<file path="config.mk">
export PLATFORM = sky130hd
export DESIGN_NAME = cpwm_channel
export DESIGN_NICKNAME = d
export VERILOG_FILES = /design/src/rtl/cpwm_pkg.sv /design/src/rtl/cpwm_shadow.sv /design/src/rtl/cpwm_refgen.sv /design/src/rtl/cpwm_outstage.sv /design/src/rtl/cpwm_channel.sv
export SDC_FILE = /design/constraint.sdc
export NUM_CORES = 1
export LEC_CHECK = 0
export BUFFER_PORTS_ARGS = -buffer_cell sky130_fd_sc_hd__buf_2
export CORE_ASPECT_RATIO = 1.5
export CORE_MARGIN = 2
export CORE_UTILIZATION = 44
export CTS_CLUSTER_DIAMETER = 30
export DETAILED_ROUTE_END_ITERATION = 6
export PLACE_DENSITY = 0.9
export RECOVER_POWER = 50
export REMOVE_ABC_BUFFERS = 1
export SLEW_MARGIN = 30
export SYNTH_ARGS = -nofsm -noshare
export SYNTH_HDL_FRONTEND = slang
export SYNTH_SLANG_ARGS = --single-unit
</file>
<file path="constraint.sdc">
create_clock -name clk -period 1.45 [get_ports clk]
set_input_delay 0.2175 -clock clk [delete_from_list [all_inputs] [get_ports clk]]
set_output_delay 0.2175 -clock clk [all_outputs]
set_load 0.01 [all_outputs]
</file>
<file path="src/rtl/cpwm_pkg.sv">
package cpwm_pkg;

   typedef enum logic [2:0] {
      CM_HOLD  = 3'd0,
      CM_SET   = 3'd1,
      CM_CLR   = 3'd2,
      CM_TGL   = 3'd3,
      CM_LOW   = 3'd4,
      CM_HIGH  = 3'd5,
      CM_PWM_A = 3'd6,
      CM_PWM_B = 3'd7
   } cmp_mode_e;

   localparam int unsigned PIN_N    = 2;
   localparam int unsigned PIN_MAIN = 0;
   localparam int unsigned PIN_COMP = 1;

   typedef struct packed {
      logic [2:0] mode;
      logic [PIN_N-1:0] pol;
   } shadow_t;

endpackage

</file>
<file path="src/rtl/cpwm_shadow.sv">
module cpwm_shadow
   import cpwm_pkg::*;
#(
   parameter int unsigned W = $bits(shadow_t)
) (
   input  logic         clk,
   input  logic         rst_n,
   input  logic         load,
   input  logic [W-1:0] d,
   output logic [W-1:0] q
);

   if (W < 1) begin : g_bad_w
      $error("cpwm_shadow: W must be at least 1");
   end

   always_ff @(posedge clk or negedge rst_n) begin
      if (!rst_n)
         q <= '0;
      else if (load)
         q <= d;
   end

endmodule

</file>
<file path="src/rtl/cpwm_refgen.sv">
module cpwm_refgen
   import cpwm_pkg::*;
#(
   parameter int unsigned CNT_W = 16
) (
   input  logic             clk,
   input  logic             rst_n,
   input  logic [CNT_W-1:0] cnt,
   input  logic [CNT_W-1:0] cmp_val,
   input  logic [2:0]       mode,
   output logic             ref_q
);

   if (CNT_W < 2) begin : g_bad_cnt
      $error("cpwm_refgen: CNT_W must be at least 2");
   end

   logic hit;
   logic below;
   logic ref_d;

   assign hit   = (cnt == cmp_val);
   assign below = (cnt < cmp_val);

   always_comb begin
      ref_d = ref_q;
      unique case (cmp_mode_e'(mode))
         CM_HOLD:  ref_d = ref_q;
         CM_SET:   if (hit) ref_d = 1'b1;
         CM_CLR:   if (hit) ref_d = 1'b0;
         CM_TGL:   if (hit) ref_d = ~ref_q;
         CM_LOW:   ref_d = 1'b0;
         CM_HIGH:  ref_d = 1'b1;
         CM_PWM_A: ref_d = below;
         CM_PWM_B: ref_d = ~below;
         default:  ref_d = ref_q;
      endcase
   end

   always_ff @(posedge clk or negedge rst_n) begin
      if (!rst_n)
         ref_q <= 1'b0;
      else
         ref_q <= ref_d;
   end

endmodule

</file>
<file path="src/rtl/cpwm_outstage.sv">
module cpwm_outstage
   import cpwm_pkg::*;
#(
   parameter int unsigned NP = PIN_N
) (
   input  logic          clk,
   input  logic          rst_n,
   input  logic          ref_lvl,
   input  logic          moe,
   input  logic          run_sel,
   input  logic          idle_sel,
   input  logic [NP-1:0] en,
   input  logic [NP-1:0] pol,
   input  logic [NP-1:0] idle,
   output logic [NP-1:0] pin,
   output logic [NP-1:0] oe
);

   if (NP != 2) begin : g_bad_np
      $error("cpwm_outstage: NP must be 2 (main and complementary)");
   end

   logic [NP-1:0] src;

   // main follows the reference; complementary inverts it only when paired
   assign src[PIN_MAIN] = ref_lvl;
   assign src[PIN_COMP] = en[PIN_MAIN] ? ~ref_lvl : ref_lvl;

   for (genvar i = 0; i < NP; i++) begin : g_pin
      logic val_d;
      logic oe_d;

      always_comb begin
         val_d = 1'b0;
         oe_d  = 1'b0;
         if (!moe) begin
            if (idle_sel) begin
               val_d = idle[i];
               oe_d  = en[i];
            end
         end else if (en[i]) begin
            val_d = src[i] ^ pol[i];
            oe_d  = 1'b1;
         end else if (run_sel) begin
            val_d = pol[i];
            oe_d  = 1'b1;
         end
      end

      always_ff @(posedge clk or negedge rst_n) begin
         if (!rst_n) begin
            pin[i] <= 1'b0;
            oe[i]  <= 1'b0;
         end else begin
            pin[i] <= val_d;
            oe[i]  <= oe_d;
         end
      end
   end

endmodule

</file>
<file path="src/rtl/cpwm_channel.sv">
module cpwm_channel
   import cpwm_pkg::*;
#(
   parameter int unsigned CNT_W = 16
) (
   input  logic             clk,
   input  logic             rst_n,
   input  logic [CNT_W-1:0] cnt,
   input  logic [CNT_W-1:0] cmp_val,
   input  logic [2:0]       cmp_mode,
   input  logic             pol_main,
   input  logic             pol_comp,
   input  logic             upd_evt,
   input  logic             moe,
   input  logic             run_sel,
   input  logic             idle_sel,
   input  logic             en_main,
   input  logic             en_comp,
   input  logic             idle_main,
   input  logic             idle_comp,
   output logic             out_main,
   output logic             oe_main,
   output logic             out_comp,
   output logic             oe_comp
);

   localparam int unsigned SH_W = $bits(shadow_t);

   shadow_t          sh_d;
   shadow_t          sh_q;
   logic [2:0]       mode_s;
   logic [PIN_N-1:0] pol_s;
   logic             ref_q;
   logic [PIN_N-1:0] pin;
   logic [PIN_N-1:0] oe;

   assign sh_d.mode = cmp_mode;
   assign sh_d.pol  = {pol_comp, pol_main};

   cpwm_shadow #(.W(SH_W)) u_shadow (
      .clk   (clk),
      .rst_n (rst_n),
      .load  (upd_evt),
      .d     (sh_d),
      .q     (sh_q)
   );

   assign mode_s = sh_q.mode;
   assign pol_s  = sh_q.pol;

   cpwm_refgen #(.CNT_W(CNT_W)) u_ref (
      .clk     (clk),
      .rst_n   (rst_n),
      .cnt     (cnt),
      .cmp_val (cmp_val),
      .mode    (mode_s),
      .ref_q   (ref_q)
   );

   cpwm_outstage #(.NP(PIN_N)) u_out (
      .clk      (clk),
      .rst_n    (rst_n),
      .ref_lvl  (ref_q),
      .moe      (moe),
      .run_sel  (run_sel),
      .idle_sel (idle_sel),
      .en       ({en_comp, en_main}),
      .pol      (pol_s),
      .idle     ({idle_comp, idle_main}),
      .pin      (pin),
      .oe       (oe)
   );

   assign out_main = pin[PIN_MAIN];
   assign oe_main  = oe[PIN_MAIN];
   assign out_comp = pin[PIN_COMP];
   assign oe_comp  = oe[PIN_COMP];

endmodule

</file>
# Yosys cells after proc, flatten, opt, wreduce, memory -nomap -nowiden
# Cells that the tools add are included.
[classes]
eq_ne = 11
mux = 20
order_cmp = 1
n_reduce_logical = 2
bitwise_logic = 5
[ops]
columns = ["cell", "count"]
rows = [
  ["$mux 1", 19],
  ["$eq 16x16->1", 1],
  ["$lt 16x16->1", 1],
  ["$eq 3x3->1 const B", 4],
  ["$pmux 1 s7", 1],
  ["$eq 3x2->1 const B", 2],
  ["$ne 2x1->1 const B", 3],
  ["$reduce_and 4->1", 1],
  ["$eq 3x1->1 const B", 1],
  ["$logic_not 3->1", 1],
  ["$not 1->1", 3],
  ["$xor 1x1->1", 2],
]
[totals]
out_inout_bits = 4
input_bits = 47
reg_bits = 10

# Depth between registers and ports, before layout
# Gate-level depths: netlist of run 1.
[logic_depth]
ltp_word = 5
ltp_mapped = 7

# Hierarchy
# Synthesis of run 1 repeated with hierarchy kept, for this count alone.
[hier_totals]
cells_unflattened = 100
area_unflattened_um2 = 878.3
[modules_own_cells]
columns = ["mod", "cells_each", "area_per_inst_um2", "instances"]
rows = [
  ["cpwm_refgen", 69, 494.2, 1],
  ["cpwm_outstage", 21, 202.7, 1],
  ["cpwm_shadow", 10, 181.4, 1],
]

# Least setup slack after synthesis of run 1
# OpenSTA, ideal clock, no wires.
[synth_timing]
path_kind = "input to register"
from = "input cmp_val[15]"
to = "register u_ref.ref_q"
path_buffers = 0
path_stages = 7
arrival_ns = 1.407
setup_time_ns = 0.145
slack_ns = -0.102
t_required_ns = 1.305
cell_sequence = "inv_1 > ha_1 > nand4_2 > nor4_4 > a21boi_2 > or4_1 > nand4_1"
[synth_between]
elab_chain_cells = 3
[synth_rtl]
columns = ["element", "line_no", "rtl"]
rows = [
  ["start, declared", "cpwm_channel.sv:9", "input logic [CNT_W-1:0] cmp_val,"],
  ["$lt 16x16->1 or $eq 16x16->1 (tied branches)", "cpwm_refgen.sv:23, cpwm_refgen.sv:22", ""],
  ["$not 1->1 or $ne 2x1->1 (tied branches)", "n/a", ""],
  ["$pmux 1 s7 or $reduce_and 4->1 (tied branches)", "n/a", ""],
  ["end signal, assigned", "cpwm_refgen.sv:44", "ref_q <= ref_d;"],
  ["end, declared", "cpwm_refgen.sv:11", "output logic ref_q"],
]
# Parallel ways exist; a longest one is shown, timed or not.
# A chain may end at the register's enable or synchronous reset.

# Worst setup path after layout of run 1
[layout_timing]
from = "input cnt[8]"
to = "register u_ref.ref_q"
[layout_between]
elab_chain_cells = 3
[layout_rtl]
columns = ["element", "line_no", "rtl"]
rows = [
  ["start, declared", "cpwm_channel.sv:8", "input logic [CNT_W-1:0] cnt,"],
  ["$lt 16x16->1 or $eq 16x16->1 (tied branches)", "cpwm_refgen.sv:23, cpwm_refgen.sv:22", ""],
  ["$not 1->1 or $ne 2x1->1 (tied branches)", "n/a", ""],
  ["$pmux 1 s7 or $reduce_and 4->1 (tied branches)", "n/a", ""],
]
# Parallel ways exist; a longest one is shown, timed or not.

==> results_tabular.tex, run 1 <==
\begin{tabular}{lr}
\hline
Metric & Value \\
\hline
\multicolumn{2}{l}{\textbf{Route}} \\
\quad Routed vias/inst & 5.36 \\
\quad Detail Route Antenna Nets & 0 \\
\quad Post-DR wirelength/cell & about 14 µm \\
\quad Violation count after the first detailed-routing iteration & 11 \\
\quad Routed via count & roughly 960 \\
\quad Iteration count of the initial detailed-routing pass & 4 \\
\quad Total wirelength of the detailed-routed design & 2440 µm \\
\quad DR DRC count & 0 \\
\multicolumn{2}{l}{\textbf{STA}} \\
\quad Setup violators final & 0 \\
\quad Fin crit share & 0.983 \\
\quad Actual transition at the worst max-transition pin & 0.521 ns \\
\quad Final worst clock skew & 0.00490 ns \\
\quad Max-Slew Margin vs Limit & 0.652 \\
\quad Fmax & 0.701 GHz \\
\quad Slew Viols, Final & 0 \\
\quad Min Clock Period, post-route & 1.43 ns \\
\quad Final hold violation count & 0 \\
\multicolumn{2}{l}{\textbf{Critical path}} \\
\quad Source of the worst register-to-register timing path & u\_shadow.q[4] \\
\quad Required time of the critical path & 1.65 ns \\
\quad Cell with the biggest individual delay on the critical path & sky130\_fd\_sc\_hd\_\_or4\_4 \\
\quad CP startpoint kind & primary input \\
\quad Critical Path Max Stage Delay & 0.53 ns \\
\quad Critical path, cell by cell & buf\_2, ha\_1, nand4\_4, nor2\_1, o2bb2ai\_1, or4\_4, nand4\_1 \\
\quad R2r setup slk & 0.16 ns \\
\quad Count of cells along the worst register-to-register path & 3 \\
\quad Class of the most critical setup path & primary input to flop \\
\quad Capturing element type of the critical path & flop \\
\quad Critical path arrival & 1.63 ns \\
\quad Biggest fanout along the worst timing path & 2 \\
\quad Worst r2r dst & u\_ref.ref\_q \\
\multicolumn{2}{l}{\textbf{Placement}} \\
\quad Number of buffers inserted by port buffering & 50 \\
\quad Routability congestion estimate from global placement & roughly 0.7 \\
\quad Dpl hpwl & 1900 µm \\
\multicolumn{2}{l}{\textbf{Synthesis}} \\
\quad Number of synthesized flops with an enable pin & 0 \\
\quad Synth Flop Type & sky130\_fd\_sc\_hd\_\_dfrtp\_1 \\
\quad Syn avg cell area & about 9 µm² \\
\quad FFs w/ async S/R, synth & 1.00 \\
\quad Post-synth top area cell & sky130\_fd\_sc\_hd\_\_dfrtp\_1 \\
\quad Count of cell types in the netlist & 28 \\
\quad Proportion of synthesized chip area in sequential cells & 0.275 \\
\quad Flip-flop and latch count after synthesis & 10 \\
\quad Area share of the largest cell type after synthesis & 0.275 \\
\quad Biggest area contributors in the synthesized netlist & sky130\_fd\_sc\_hd\_\_dfrtp\_1, sky130\_fd\_sc\_hd\_\_ha\_1, sky130\_fd\_sc\_hd\_\_inv\_1 \\
\quad Netlist Area Pre-Place & 911 µm² \\
\quad Warning count from the yosys run & 0 \\
\quad Synthesized instance count & 101 \\
\multicolumn{2}{l}{\textbf{Global routing}} \\
\quad GR Overflow Total & 0 \\
\quad Wire length of the first global-routing pass & $\sim$3500 µm \\
\quad Maximum number of pins on one net before global-route repair & 11 \\
\quad Vias in the first global route & 943 \\
\quad All-layer global routing usage & 0.207 \\
\quad Initial antenna violation count & 0 \\
\multicolumn{2}{l}{\textbf{Finish}} \\
\quad Number of inserted diodes & 0 \\
\quad Synthesis-to-finish area growth & 55.2\% \\
\quad Finished Core Util & 0.706 \\
\quad Share of final-layout standard cells stronger than drive strength 1 & 0.500 \\
\quad Most common library cell in the layout ignoring fill and taps & sky130\_fd\_sc\_hd\_\_buf\_2 \\
\quad Final net count & 223 \\
\quad Highest-count cells in the layout ignoring fill and taps & sky130\_fd\_sc\_hd\_\_buf\_2, sky130\_fd\_sc\_hd\_\_inv\_1, sky130\_fd\_sc\_hd\_\_ha\_4 \\
\multicolumn{2}{l}{\textbf{Floorplan}} \\
\quad Die outline area & 2460 µm² \\
\quad Core area & 2000 µm² \\
\quad Starting density of the core & 0.455 \\
\quad Standard-cell row count & 20 \\
\quad Die extent in x & 41.2 µm \\
\quad Count of boundary I/O pins & 51 \\
\quad Floorplan die height & approximately 60 µm \\
\multicolumn{2}{l}{\textbf{Min path}} \\
\quad Hold endpoint & u\_shadow.q[3] \\
\quad Start point of the worst hold path & cmp\_mode[1] \\
\quad Worst min-delay path class & primary input to flop \\
\quad Depth of the worst hold-timing path & 2 \\
\multicolumn{2}{l}{\textbf{CTS}} \\
\quad Count of H-tree levels built during CTS & 1 \\
\quad Max Root-Sink Buffers & 2 \\
\quad TritonCTS clock tree & yes \\
\quad Worst-skew pair later-pin latency & about 0.26 ns \\
\quad CTS buffer count & 3 \\
\quad Post-CTS clock slew at the launch and capture registers of the worst setup and hold paths & $\sim$0.060 ns \\
\quad Root cell of the clock tree & sky130\_fd\_sc\_hd\_\_clkbuf\_4 \\
\quad \# clock sinks & 10 \\
\multicolumn{2}{l}{\textbf{Run}} \\
\quad Max cap viols & 0 \\
\multicolumn{2}{l}{\textbf{Status}} \\
\quad Run status & finished clean \\
\multicolumn{2}{l}{\textbf{Power}} \\
\quad Peak ir drop on the vdd network & 0.589 mV \\
\quad Leakage power & between 0.6 and 0.7 nW \\
\quad Power consumption & 0.000907 W \\
\quad Cell Pwr Density & 642 nW/µm² \\
\hline
\end{tabular}
==> logic make-up (layout without fill, tap and decap cells) <==
kind of cell / count (synthesis) / in the layout / synth area share
adders and majority gates: 16 / 16 / 0.220
and+or+nand+nor: 27 / 27 / 0.176
xor gates and xnor gates: 3 / 3 / 0.0289
DFF: 10 / 10 / 0.275
muxes: 5 / 5 / 0.0618
buffers and inverters: 18 / 75 / 0.0742
AOI/OAI and AO/OA: 22 / 22 / 0.165
==> worst max path at each step <==
stage / start / endpoint / slack (ns) / cells past startpoint
2_1_floorplan: cmp_val[15] / u_ref.ref_q / -0.10 / 7
3_3_place_gp: cnt[15] / u_ref.ref_q / -0.24 / 8
3_5_place_dp: cmp_val[15] / u_ref.ref_q / -0.36 / 9
4_1_cts: cmp_val[11] / u_ref.ref_q / 0.02 / 8
5_1_grt: cmp_val[13] / u_ref.ref_q / -0.03 / 9
6_report: cnt[8] / u_ref.ref_q / 0.02 / 7
==> routing by layer <==
metal	up-vias	wire, µm	track usage
met3	8	167	0.0297
met2	51	1390	0.429
met5	-	0	0
li1	468	-	-
met4	0	65	0.0783
met1	437	816	0.169
==> worst max-delay path, delay by kind of cell <==
kind	cells	cell delay, ns
buffers and inverters	1	0.10
AND/OR/NAND/NOR	4	0.83
adder cells (fa/ha/maj)	1	0.32
AO/OA/AOI/OAI	1	0.15
==> Yosys cell counts (2+ instances only) <==
| library cell | instances |
|---|---|
| sky130_fd_sc_hd__inv_1 | 18 |
| sky130_fd_sc_hd__ha_1 | 16 |
| sky130_fd_sc_hd__dfrtp_1 | 10 |
| sky130_fd_sc_hd__nand2_1 | 9 |
| sky130_fd_sc_hd__a21oi_1 | 8 |
| sky130_fd_sc_hd__nor2_1 | 8 |
| sky130_fd_sc_hd__mux2_1 | 5 |
| sky130_fd_sc_hd__a22o_1 | 2 |
| sky130_fd_sc_hd__nand4_1 | 2 |
| sky130_fd_sc_hd__nand4_2 | 2 |
| sky130_fd_sc_hd__nor2b_1 | 2 |
| sky130_fd_sc_hd__o21ai_1 | 2 |
| sky130_fd_sc_hd__xnor2_1 | 2 |
==> repair_timing <==
| action | 4_1_cts | 5_1_grt |
|---|---|---|
| setup buffers | 1 | 0 |
| gates resized for setup | 3 | 19 |
| setup endpoints to repair | 1 | 1 |
| pin swaps | 1 | 6 |
| hold buffers | 1 | 0 |
| hold endpoints to repair | 10 | 0 |
==> state kept, by name, summed over array words and instances (netlist names) <==
name / cells
u_out.oe: 2
u_out.pin: 2
u_ref.ref_q: 1
u_shadow.q: 5
==> layout make-up <==
type	instances	area [µm²]
well taps	22	27.5
flip-flops and latches	10	250
fillers	161	588
inverters	18	67.6
repair buffers	54	280
clock buffers	3	22.5
multi-input cells	73	766
==> report_power, final <==
group,internal [W],switching [W],total (W)
clock,0.0000956,0.0000881,0.000184
sequential,0.000313,0.0000297,0.000342
combinational,0.000201,0.000180,0.000381
total,0.000610,0.000298,0.000907
==> per-stage QoR <==
| step | area, µm² | setup WS [ns] | TNS (ns) | hold WS, ns | cells |
|---|---|---|---|---|---|
| finish | 1410 | 0.0240 | 0 | 0.169 | 180 |
| global route | 1410 | -0.0343 | -0.0343 | 0.165 | 180 |
| CTS | 1260 | 0.0186 | 0 | 0.166 | 180 |
| detailed placement | 1200 | -0.356 | -0.356 | 0.0851 | 175 |
| global placement | 1200 | -0.240 | -0.240 | 0.0807 | 175 |
| floorplan | 911 | -0.102 | -0.102 | -0.0781 | 101 |
No activity file was read; power rests on OpenSTA's default activity.
==> inputs of run 2 (changes only) <==
--- a/config.mk
+++ b/config.mk
@@ -5,13 +5,14 @@
 export SDC_FILE = /design/constraint.sdc
 export NUM_CORES = 1
 export LEC_CHECK = 0
+export ABC_AREA = 1
 export BUFFER_PORTS_ARGS = -buffer_cell sky130_fd_sc_hd__buf_2
 export CORE_ASPECT_RATIO = 1.5
 export CORE_MARGIN = 2
 export CORE_UTILIZATION = 44
 export CTS_CLUSTER_DIAMETER = 30
 export DETAILED_ROUTE_END_ITERATION = 6
-export PLACE_DENSITY = 0.9
+export PLACE_DENSITY = 0.89
 export RECOVER_POWER = 50
 export REMOVE_ABC_BUFFERS = 1
 export SLEW_MARGIN = 30
==> run 2 against run 1 <==
Wire length shrank 26%. Register-to-register slack gained 0.18 ns. Worst setup slack gained 0.27 ns. Core utilization shrank 8.5 points. Flip-flop and latch count is the same. Critical path type unchanged.
==> results_tabular.tex, run 2 <==
\begin{tabular}{lr}
\hline
Metric & Value \\
\hline
\multicolumn{2}{l}{\textbf{CTS}} \\
\quad Post-CTS Setup Inserts & 0 (-1) \\
\quad TritonCTS clock tree & yes \\
\quad CTS buffer count & 3 (unchanged) \\
\quad Worst-skew pair later-pin latency & 0.27 ns (about the same) \\
\quad \# clock sinks & 10 (unchanged) \\
\quad Count of H-tree levels built during CTS & 1 (unchanged) \\
\quad Post-CTS clock slew at the launch and capture registers of the worst setup and hold paths & 0.07 ns (about the same) \\
\quad Number of buffers added to fix hold violations after cts & 1 (unchanged) \\
\quad Root cell of the clock tree & sky130\_fd\_sc\_hd\_\_clkbuf\_4 \\
\quad Max Root-Sink Buffers & 2 (unchanged) \\
\quad Count of cells resized by post-cts repair & 0 (-3) \\
\multicolumn{2}{l}{\textbf{Finish}} \\
\quad Register containing the most flip-flops in the final layout & u\_shadow.q \\
\quad Synthesis-to-finish area growth & 33.6\% \\
\quad Max FFs per register & 5 (unchanged) \\
\quad Final net count & 257 (+15\%) \\
\quad Largest registers & u\_shadow.q (5), u\_out.oe (2), u\_out.pin (2) \\
\quad Number of inserted diodes & 0 (unchanged) \\
\quad Most common library cell in the layout ignoring fill and taps & sky130\_fd\_sc\_hd\_\_buf\_2 \\
\quad Share of final-layout standard cells stronger than drive strength 1 & 0.301 (-0.199) \\
\quad Fill cell instance count of the final layout & 190 (+18\%) \\
\quad Finished Core Util & 0.621 (-0.0853) \\
\quad Highest-count cells in the layout ignoring fill and taps & sky130\_fd\_sc\_hd\_\_buf\_2, sky130\_fd\_sc\_hd\_\_nand2\_1, sky130\_fd\_sc\_hd\_\_inv\_1 \\
\quad Final instance area & 1260 µm² (-11\%) \\
\multicolumn{2}{l}{\textbf{Synthesis}} \\
\quad Synthesized instance count & 139 (+38\%) \\
\quad Biggest area contributors in the synthesized netlist & sky130\_fd\_sc\_hd\_\_dfrtp\_1, sky130\_fd\_sc\_hd\_\_ha\_1, sky130\_fd\_sc\_hd\_\_nand2\_1 \\
\quad Number of synthesized flops with an enable pin & 0 (unchanged) \\
\quad Area share of the largest cell type after synthesis & 0.266 (-0.00912) \\
\quad Netlist Area Pre-Place & 942 µm² (+3.4\%) \\
\quad FFs w/ async S/R, synth & 1.00 (unchanged) \\
\quad Most frequent cell after synthesis & sky130\_fd\_sc\_hd\_\_nand2\_1 \\
\quad Flip-flop and latch count after synthesis & 10 (unchanged) \\
\quad Synth Flop Type & sky130\_fd\_sc\_hd\_\_dfrtp\_1 \\
\quad Syn avg cell area & 6.78 µm² (-25\%) \\
\quad Synth cell count leaders & sky130\_fd\_sc\_hd\_\_nand2\_1, sky130\_fd\_sc\_hd\_\_inv\_1, sky130\_fd\_sc\_hd\_\_ha\_1 \\
\quad Proportion of synthesized chip area in sequential cells & 0.266 (-0.00912) \\
\quad Count of cell types in the netlist & 20 (-29\%) \\
\quad Post-synth top area cell & sky130\_fd\_sc\_hd\_\_dfrtp\_1 \\
\quad Warning count from the yosys run & 0 (unchanged) \\
\multicolumn{2}{l}{\textbf{Floorplan}} \\
\quad Count of boundary I/O pins & 51 (unchanged) \\
\quad Starting density of the core & 0.465 (+0.00981) \\
\quad Standard-cell row count & 20 (unchanged) \\
\quad Die outline area & 2540 µm² (+3.1\%) \\
\quad Die extent in x & 41.8 µm (+1.5\%) \\
\quad Core area & 2030 µm² (+1.2\%) \\
\quad Floorplan die height & 60.7 µm (+1.6\%) \\
\multicolumn{2}{l}{\textbf{Critical path}} \\
\quad Critical path, cell by cell & buf\_2, ha\_1, nand2\_2, nor2\_4, nand3\_1, nor2\_1, nor2\_1, nor2\_1, nand3\_1, nand2\_1, inv\_1 \\
\quad Biggest fanout along the worst timing path & 4 (+2) \\
\quad Count of cells along the worst register-to-register path & 9 (+6) \\
\quad Capturing element type of the critical path & flop \\
\quad Worst r2r dst & u\_ref.ref\_q \\
\quad Cell with the biggest individual delay on the critical path & sky130\_fd\_sc\_hd\_\_ha\_1 \\
\quad Required time of the critical path & 1.62 ns (-0.03 ns) \\
\quad Source of the worst register-to-register timing path & u\_shadow.q[2] \\
\quad R2r setup slk & 0.34 ns (+0.18 ns) \\
\quad CP startpoint kind & primary input \\
\quad Most repeated library cell on the critical path & sky130\_fd\_sc\_hd\_\_nor2\_1 \\
\quad Critical Path Max Stage Delay & 0.31 ns (-0.22 ns) \\
\quad Largest delay contributor family on the critical path & simple AND/OR/NAND/NOR gates \\
\quad Critical path arrival & 1.33 ns (-0.30 ns) \\
\quad Class of the most critical setup path & primary input to flop \\
\quad Buffers \& Inverters on Critical Path & 2 (+1) \\
\multicolumn{2}{l}{\textbf{Route}} \\
\quad Routed vias/inst & 4.68 (-13\%) \\
\quad Detail Route Antenna Nets & 0 (unchanged) \\
\quad Total wirelength of the detailed-routed design & 1820 µm (-26\%) \\
\quad Sum of met2 wire segment lengths after detailed routing & 1040 µm (-25\%) \\
\quad Routed via count & 1007 (+4.5\%) \\
\quad DR DRC count & 0 (unchanged) \\
\quad Violation count after the first detailed-routing iteration & 1 (-10) \\
\quad Post-DR wirelength/cell & 8.45 µm (-38\%) \\
\quad Met3 routed WL & 105 µm (-37\%) \\
\quad Iteration count of the initial detailed-routing pass & 2 (-2) \\
\quad Highest metal used & met4 \\
\quad Routed met1 length & 634 µm (-22\%) \\
\multicolumn{2}{l}{\textbf{Placement}} \\
\quad Dpl hpwl & 1610 µm (-15\%) \\
\quad Routability congestion estimate from global placement & 0.696 (+1.2\%) \\
\quad Instance area after placement & 1220 µm² (+1.0\%) \\
\quad Number of buffers inserted by port buffering & 50 (unchanged) \\
\multicolumn{2}{l}{\textbf{STA}} \\
\quad Final worst clock skew & 0.00536 ns (+0.000461 ns) \\
\quad Actual transition at the worst max-transition pin & 0.523 ns (+0.00143 ns) \\
\quad Fmax & 0.867 GHz (+24\%) \\
\quad Min Clock Period, post-route & 1.15 ns (-0.273 ns) \\
\quad Setup violators final & 0 (unchanged) \\
\quad Slew Viols, Final & 0 (unchanged) \\
\quad Sum of negative setup slack & 0 ns (unchanged) \\
\quad Final hold violation count & 0 (unchanged) \\
\quad Max-Slew Margin vs Limit & 0.652 (-0.000956) \\
\quad RSZ-0062 raised after global routing & no \\
\quad Fin crit share & 0.795 (-0.188) \\
\multicolumn{2}{l}{\textbf{Status}} \\
\quad Run status & finished clean \\
\multicolumn{2}{l}{\textbf{Global routing}} \\
\quad Maximum number of pins on one net before global-route repair & 11 (unchanged) \\
\quad Vias in the first global route & 924 (-2.0\%) \\
\quad GR Overflow Total & 0 (unchanged) \\
\quad Initial antenna violation count & 0 (unchanged) \\
\quad Wire length of the first global-routing pass & 3260 µm (-7.1\%) \\
\quad All-layer global routing usage & 0.165 (-0.0426) \\
\multicolumn{2}{l}{\textbf{Min path}} \\
\quad Depth of the worst hold-timing path & 3 (+1) \\
\quad Start point of the worst hold path & pol\_main \\
\quad Worst min-delay path class & primary input to flop \\
\quad Hold endpoint & u\_shadow.q[0] \\
\multicolumn{2}{l}{\textbf{Power}} \\
\quad Cell Pwr Density & 676 nW/µm² (+5.4\%) \\
\quad Peak ir drop on the vdd network & 0.567 mV (-3.7\%) \\
\quad Leakage power & 0.786 nW (+12\%) \\
\multicolumn{2}{l}{\textbf{Run}} \\
\quad Max cap viols & 0 (unchanged) \\
\hline
\end{tabular}
==> run 2: cell count changes after synthesis, moves of 5 or more <==
| cell | previous run | this run |
|---|---|---|
| sky130_fd_sc_hd__o21ai_0 | 1 | 9 |
| sky130_fd_sc_hd__nand2_1 | 9 | 37 |
| sky130_fd_sc_hd__nand3_1 | 0 | 7 |
| sky130_fd_sc_hd__mux2_1 | 5 | 0 |
| sky130_fd_sc_hd__inv_1 | 18 | 33 |
==> run 2: routing by layer <==
metal	track usage	up-vias
li1	-	540
met1	0.155	430
met2	0.350	34
met3	0.00893	3
met4	0.0829	0
met5	0	-
==> run 2: layout make-up <==
type | count | area, µm² | share of cell area
Timing Repair Buffer | 51 | 256 | 0.204
Multi-Input combinational cell | 93 | 557 | 0.442
Sequential cell | 10 | 250 | 0.199
Clock buffer | 4 | 36.3 | 0.0288
Tap cell | 22 | 27.5 | 0.0219
Inverter | 35 | 131 | 0.104
==> run 2: worst max-delay path by stage <==
stage	slack, ns	depth (start not counted)	end	startpoint
after CTS	0.28	11	u_ref.ref_q	cnt[15]
after global placement	0.03	12	u_ref.ref_q	cmp_val[11]
after floorplan	0.17	11	u_ref.ref_q	cmp_val[11]
final	0.30	11	u_ref.ref_q	cnt[15]
after global routing	0.11	12	u_ref.ref_q	cmp_val[15]
after detailed placement	-0.005	11	u_ref.ref_q	cnt[15]
==> run 2: worst register-to-register path, cell delays in order, from the launching register on <==
cell and delay, ns:
sky130_fd_sc_hd__dfrtp_1 0.37, sky130_fd_sc_hd__inv_1 0.09, sky130_fd_sc_hd__nand2_1 0.06, sky130_fd_sc_hd__nand4_1 0.09
sky130_fd_sc_hd__nor2_1 0.10, sky130_fd_sc_hd__nor2_1 0.05, sky130_fd_sc_hd__nor2_1 0.08, sky130_fd_sc_hd__nand3_1 0.08
sky130_fd_sc_hd__nand2_1 0.06, sky130_fd_sc_hd__inv_1 0.03
==> run 2: logic make-up after synthesis <==
logic type / count (synthesis) / synth area share
buf+inv: 36 / 0.143
simple gates: 59 / 0.274
xor+xnor: 1 / 0.00930
flops: 10 / 0.266
fa+ha+maj: 16 / 0.212
compound gates: 17 / 0.0956
==> run 2: report_power, final <==
| part | leakage, nW | switching (W) | internal [W] |
|---|---|---|---|
| Clock | 0.0210 | 0.0000976 | 0.000153 |
| Sequential | 0.120 | 0.0000155 | 0.000309 |
| Combinational | 0.645 | 0.000146 | 0.000130 |
| Total | 0.786 | 0.000259 | 0.000592 |
==> run 2: metrics by stage <==
step / total power [W] / cells / hold slack (ns) / setup slack (ns)
2_1_floorplan: 0.000494 / 138 / -0.0781 / 0.175
3_3_place_gp: 0.000600 / 210 / 0.0836 / 0.0255
3_5_place_dp: 0.000609 / 210 / 0.0860 / -0.00479
4_1_cts: 0.000868 / 215 / 0.147 / 0.282
5_1_grt: 0.000931 / 215 / 0.166 / 0.109
6_report: 0.000851 / 215 / 0.151 / 0.297
==> inputs of run 3 (changes only) <==
--- a/config.mk
+++ b/config.mk
@@ -5,14 +5,14 @@
 export SDC_FILE = /design/constraint.sdc
 export NUM_CORES = 1
 export LEC_CHECK = 0
-export ABC_AREA = 1
+export ABC_AREA = 0
 export BUFFER_PORTS_ARGS = -buffer_cell sky130_fd_sc_hd__buf_2
 export CORE_ASPECT_RATIO = 1.5
 export CORE_MARGIN = 2
 export CORE_UTILIZATION = 44
 export CTS_CLUSTER_DIAMETER = 30
 export DETAILED_ROUTE_END_ITERATION = 6
-export PLACE_DENSITY = 0.89
+export PLACE_DENSITY = 0.9
 export RECOVER_POWER = 50
 export REMOVE_ABC_BUFFERS = 1
 export SLEW_MARGIN = 30
==> constraint.sdc (replaced) <==
create_clock -name clk -period 1.1 [get_ports clk]
set_input_delay 0.165 -clock clk [delete_from_list [all_inputs] [get_ports clk]]
set_output_delay 0.165 -clock clk [all_outputs]
set_load 0.01 [all_outputs]
==> run 3 against run 2 <==
The flow now finishes with violations (negative setup slack). Core utilization rose by 18 points. Clock skew shrank 0.0032 ns. Count of clock-buffer cells in the layout is the same. Non-clock buffer count increased by 7. Largest cell class unchanged. Sequential power rose by 37%. First-iteration DRC count rose to 8.0 times the previous value. Flip-flop and latch count unchanged. Combinational power increased by 120%.
==> results_tabular.tex, run 3 (synthesis gave the netlist of run 1 again) <==
\begin{tabular}{lr}
\hline
Metric & Value \\
\hline
\multicolumn{2}{l}{\textbf{Status}} \\
\quad Run status & finished, violations left \\
\quad Violated checks & negative setup slack \\
\multicolumn{2}{l}{\textbf{Route}} \\
\quad Routed via count & 987 (-2.0\%) \\
\quad DR DRC count & 0 (unchanged) \\
\quad Post-DR wirelength/cell & 16.1 µm (+91\%) \\
\quad Total wirelength of the detailed-routed design & 2980 µm (+64\%) \\
\quad Violation count after the first detailed-routing iteration & 8 (+7) \\
\quad Detail Route Antenna Nets & 0 (unchanged) \\
\quad Iteration count of the initial detailed-routing pass & 3 (+1) \\
\quad Routed vias/inst & 5.34 (+14\%) \\
\multicolumn{2}{l}{\textbf{Power}} \\
\quad Cell Pwr Density & 860 nW/µm² (+27\%) \\
\quad Peak ir drop on the vdd network & 0.652 mV (+15\%) \\
\quad Leakage power & 0.750 nW (-4.6\%) \\
\multicolumn{2}{l}{\textbf{Global routing}} \\
\quad Vias in the first global route & 1092 (+18\%) \\
\quad Maximum number of pins on one net before global-route repair & 11 (unchanged) \\
\quad All-layer global routing usage & 0.247 (+0.0824) \\
\quad GR Overflow Total & 0 (unchanged) \\
\quad Wire length of the first global-routing pass & 4090 µm (+26\%) \\
\quad Initial antenna violation count & 0 (unchanged) \\
\multicolumn{2}{l}{\textbf{Floorplan}} \\
\quad Standard-cell row count & 20 (unchanged) \\
\quad Count of boundary I/O pins & 51 (unchanged) \\
\quad Die outline area & 2460 µm² (-3.1\%) \\
\quad Floorplan die height & 59.7 µm (-1.6\%) \\
\quad Core area & 2000 µm² (-1.2\%) \\
\quad Starting density of the core & 0.455 (-0.00981) \\
\quad Die extent in x & 41.2 µm (-1.5\%) \\
\multicolumn{2}{l}{\textbf{CTS}} \\
\quad Root cell of the clock tree & sky130\_fd\_sc\_hd\_\_clkbuf\_4 \\
\quad CTS buffer count & 3 (unchanged) \\
\quad Post-CTS clock slew at the launch and capture registers of the worst setup and hold paths & 0.06 ns (about the same) \\
\quad Max Root-Sink Buffers & 2 (unchanged) \\
\quad TritonCTS clock tree & yes \\
\quad Count of H-tree levels built during CTS & 1 (unchanged) \\
\quad \# clock sinks & 10 (unchanged) \\
\quad Worst-skew pair later-pin latency & 0.26 ns (about the same) \\
\multicolumn{2}{l}{\textbf{Finish}} \\
\quad Synthesis-to-finish area growth & 75.0\% \\
\quad Final net count & 227 (-12\%) \\
\quad Number of inserted diodes & 0 (unchanged) \\
\quad Max FFs per register & 5 (unchanged) \\
\quad Most common library cell in the layout ignoring fill and taps & sky130\_fd\_sc\_hd\_\_buf\_2 \\
\quad Share of final-layout standard cells stronger than drive strength 1 & 0.583 (+0.282) \\
\quad Largest registers & u\_shadow.q (5), u\_out.oe (2), u\_out.pin (2) \\
\quad Final non-filler cell total & 185 (-14\%) \\
\quad Highest-count cells in the layout ignoring fill and taps & sky130\_fd\_sc\_hd\_\_buf\_2, sky130\_fd\_sc\_hd\_\_buf\_6, sky130\_fd\_sc\_hd\_\_ha\_4 \\
\quad Final instance area & 1590 µm² (+27\%) \\
\quad Register containing the most flip-flops in the final layout & u\_shadow.q \\
\quad Fill cell instance count of the final layout & 132 (-31\%) \\
\multicolumn{2}{l}{\textbf{Critical path}} \\
\quad Largest delay contributor family on the critical path & simple AND/OR/NAND/NOR gates \\
\quad CP startpoint kind & primary input \\
\quad Critical Path Max Stage Delay & 0.53 ns (+0.22 ns) \\
\quad Class of the most critical setup path & primary input to flop \\
\quad Critical path, cell by cell & buf\_6, inv\_4, ha\_4, a21oi\_2, o21a\_1, o2bb2ai\_2, or4\_1, nand4\_1 \\
\quad Biggest fanout along the worst timing path & 2 (-2) \\
\quad Cell with the biggest individual delay on the critical path & sky130\_fd\_sc\_hd\_\_or4\_1 \\
\quad Capturing element type of the critical path & flop \\
\quad Critical path arrival & 1.55 ns (+0.22 ns) \\
\quad Required time of the critical path & 1.29 ns (-0.33 ns) \\
\quad Buffers \& Inverters on Critical Path & 2 (unchanged) \\
\multicolumn{2}{l}{\textbf{Min path}} \\
\quad Worst min-delay path class & primary input to flop \\
\multicolumn{2}{l}{\textbf{STA}} \\
\quad Final setup slack of the worst path & -0.255 ns (-0.552 ns) \\
\quad Final hold violation count & 0 (unchanged) \\
\quad Fmax & 0.738 GHz \\
\quad Slew Viols, Final & 0 (unchanged) \\
\quad RSZ-0062 raised after global routing & yes \\
\quad Min Clock Period, post-route & 1.36 ns \\
\quad Setup violators final & 1 (+1) \\
\quad Fin crit share & 1.23 \\
\quad Actual transition at the worst max-transition pin & 0.519 ns (-0.00368 ns) \\
\quad Final worst clock skew & 0.00213 ns (-0.00324 ns) \\
\quad Max-Slew Margin vs Limit & 0.654 (+0.00245) \\
\multicolumn{2}{l}{\textbf{Placement}} \\
\quad Instance area after placement & 1230 µm² (+1.4\%) \\
\quad Routability congestion estimate from global placement & 0.683 (-1.8\%) \\
\quad Number of placed cells counting well taps & 179 (-15\%) \\
\quad Dpl hpwl & 1880 µm (+16\%) \\
\quad Number of buffers inserted by port buffering & 50 (unchanged) \\
\multicolumn{2}{l}{\textbf{Run}} \\
\quad Max cap viols & 0 (unchanged) \\
\hline
\end{tabular}
[run 3: layout make-up]
cell class                      count  area [µm²]  area share
Sequential cell                    10         250       0.157
Multi-Input combinational cell     73         805       0.505
Tap cell                           22        27.5      0.0173
Timing Repair Buffer               58         398       0.250
Inverter                           18        77.6      0.0487
Clock buffer                        4        36.3      0.0228
[run 3: worst paths after layout]
kind	startpoint	to	slack, ns	cells after the start
setup / recovery	cmp_val[9]	u_ref.ref_q	-0.26	8
hold reg to reg	u_shadow.q[2]	u_shadow.q[2]	0.54	1
hold / removal	cmp_mode[0]	u_shadow.q[2]	0.12	2
min in group asynchronous	rst_n	u_shadow.q[4]	0.38	2
setup reg to reg	u_shadow.q[4]	u_ref.ref_q	-0.17	3
max in group asynchronous	rst_n	u_shadow.q[2]	0.37	2
[run 3: per-stage QoR]
| step | util | hold WS [ns] | worst slack (ns) | power [W] | TNS (ns) |
|---|---|---|---|---|---|
| 2_1_floorplan | - | -0.131 | -0.399 | 0.000679 | -0.399 |
| 3_3_place_gp | 0.616 | 0.0293 | -0.536 | 0.000844 | -0.536 |
| 3_5_place_dp | 0.616 | 0.0321 | -0.583 | 0.000875 | -0.591 |
| 4_1_cts | 0.761 | 0.118 | -0.183 | 0.00133 | -0.183 |
| 5_1_grt | 0.796 | 0.119 | -0.270 | 0.00146 | -0.306 |
| 6_report | 0.796 | 0.121 | -0.255 | 0.00137 | -0.255 |
[run 3: layer usage]
metal | vias to the layer above | track usage | share of wire
li1 | 480 | - | -
met1 | 460 | 0.186 | 0.32
met2 | 41 | 0.558 | 0.61
met3 | 6 | 0.0112 | 0.049
met4 | 0 | 0.0553 | 0.022
met5 | - | 0 | 0
[run 3: what timing repair did]
action,CTS,global route
gates resized for setup,40,14
buffers inserted,1,0
pin swaps,21,13
setup endpoints to repair,2,3
endpoints found under the hold margin,10,0
hold buffers,1,0
[run 3: worst register-to-register path, cell delays in order, from the launching register on]
cell,delay [ns]
sky130_fd_sc_hd__dfrtp_1,0.40
sky130_fd_sc_hd__o2111ai_1,0.18
sky130_fd_sc_hd__or4_1,0.54
sky130_fd_sc_hd__nand4_1,0.09
[run 3: report_power, final]
part	internal, W	leakage (nW)	switching (W)
combinational	0.000333	0.609	0.000277
clock	0.000201	0.0210	0.000117
sequential	0.000412	0.119	0.0000318
total	0.000946	0.750	0.000426
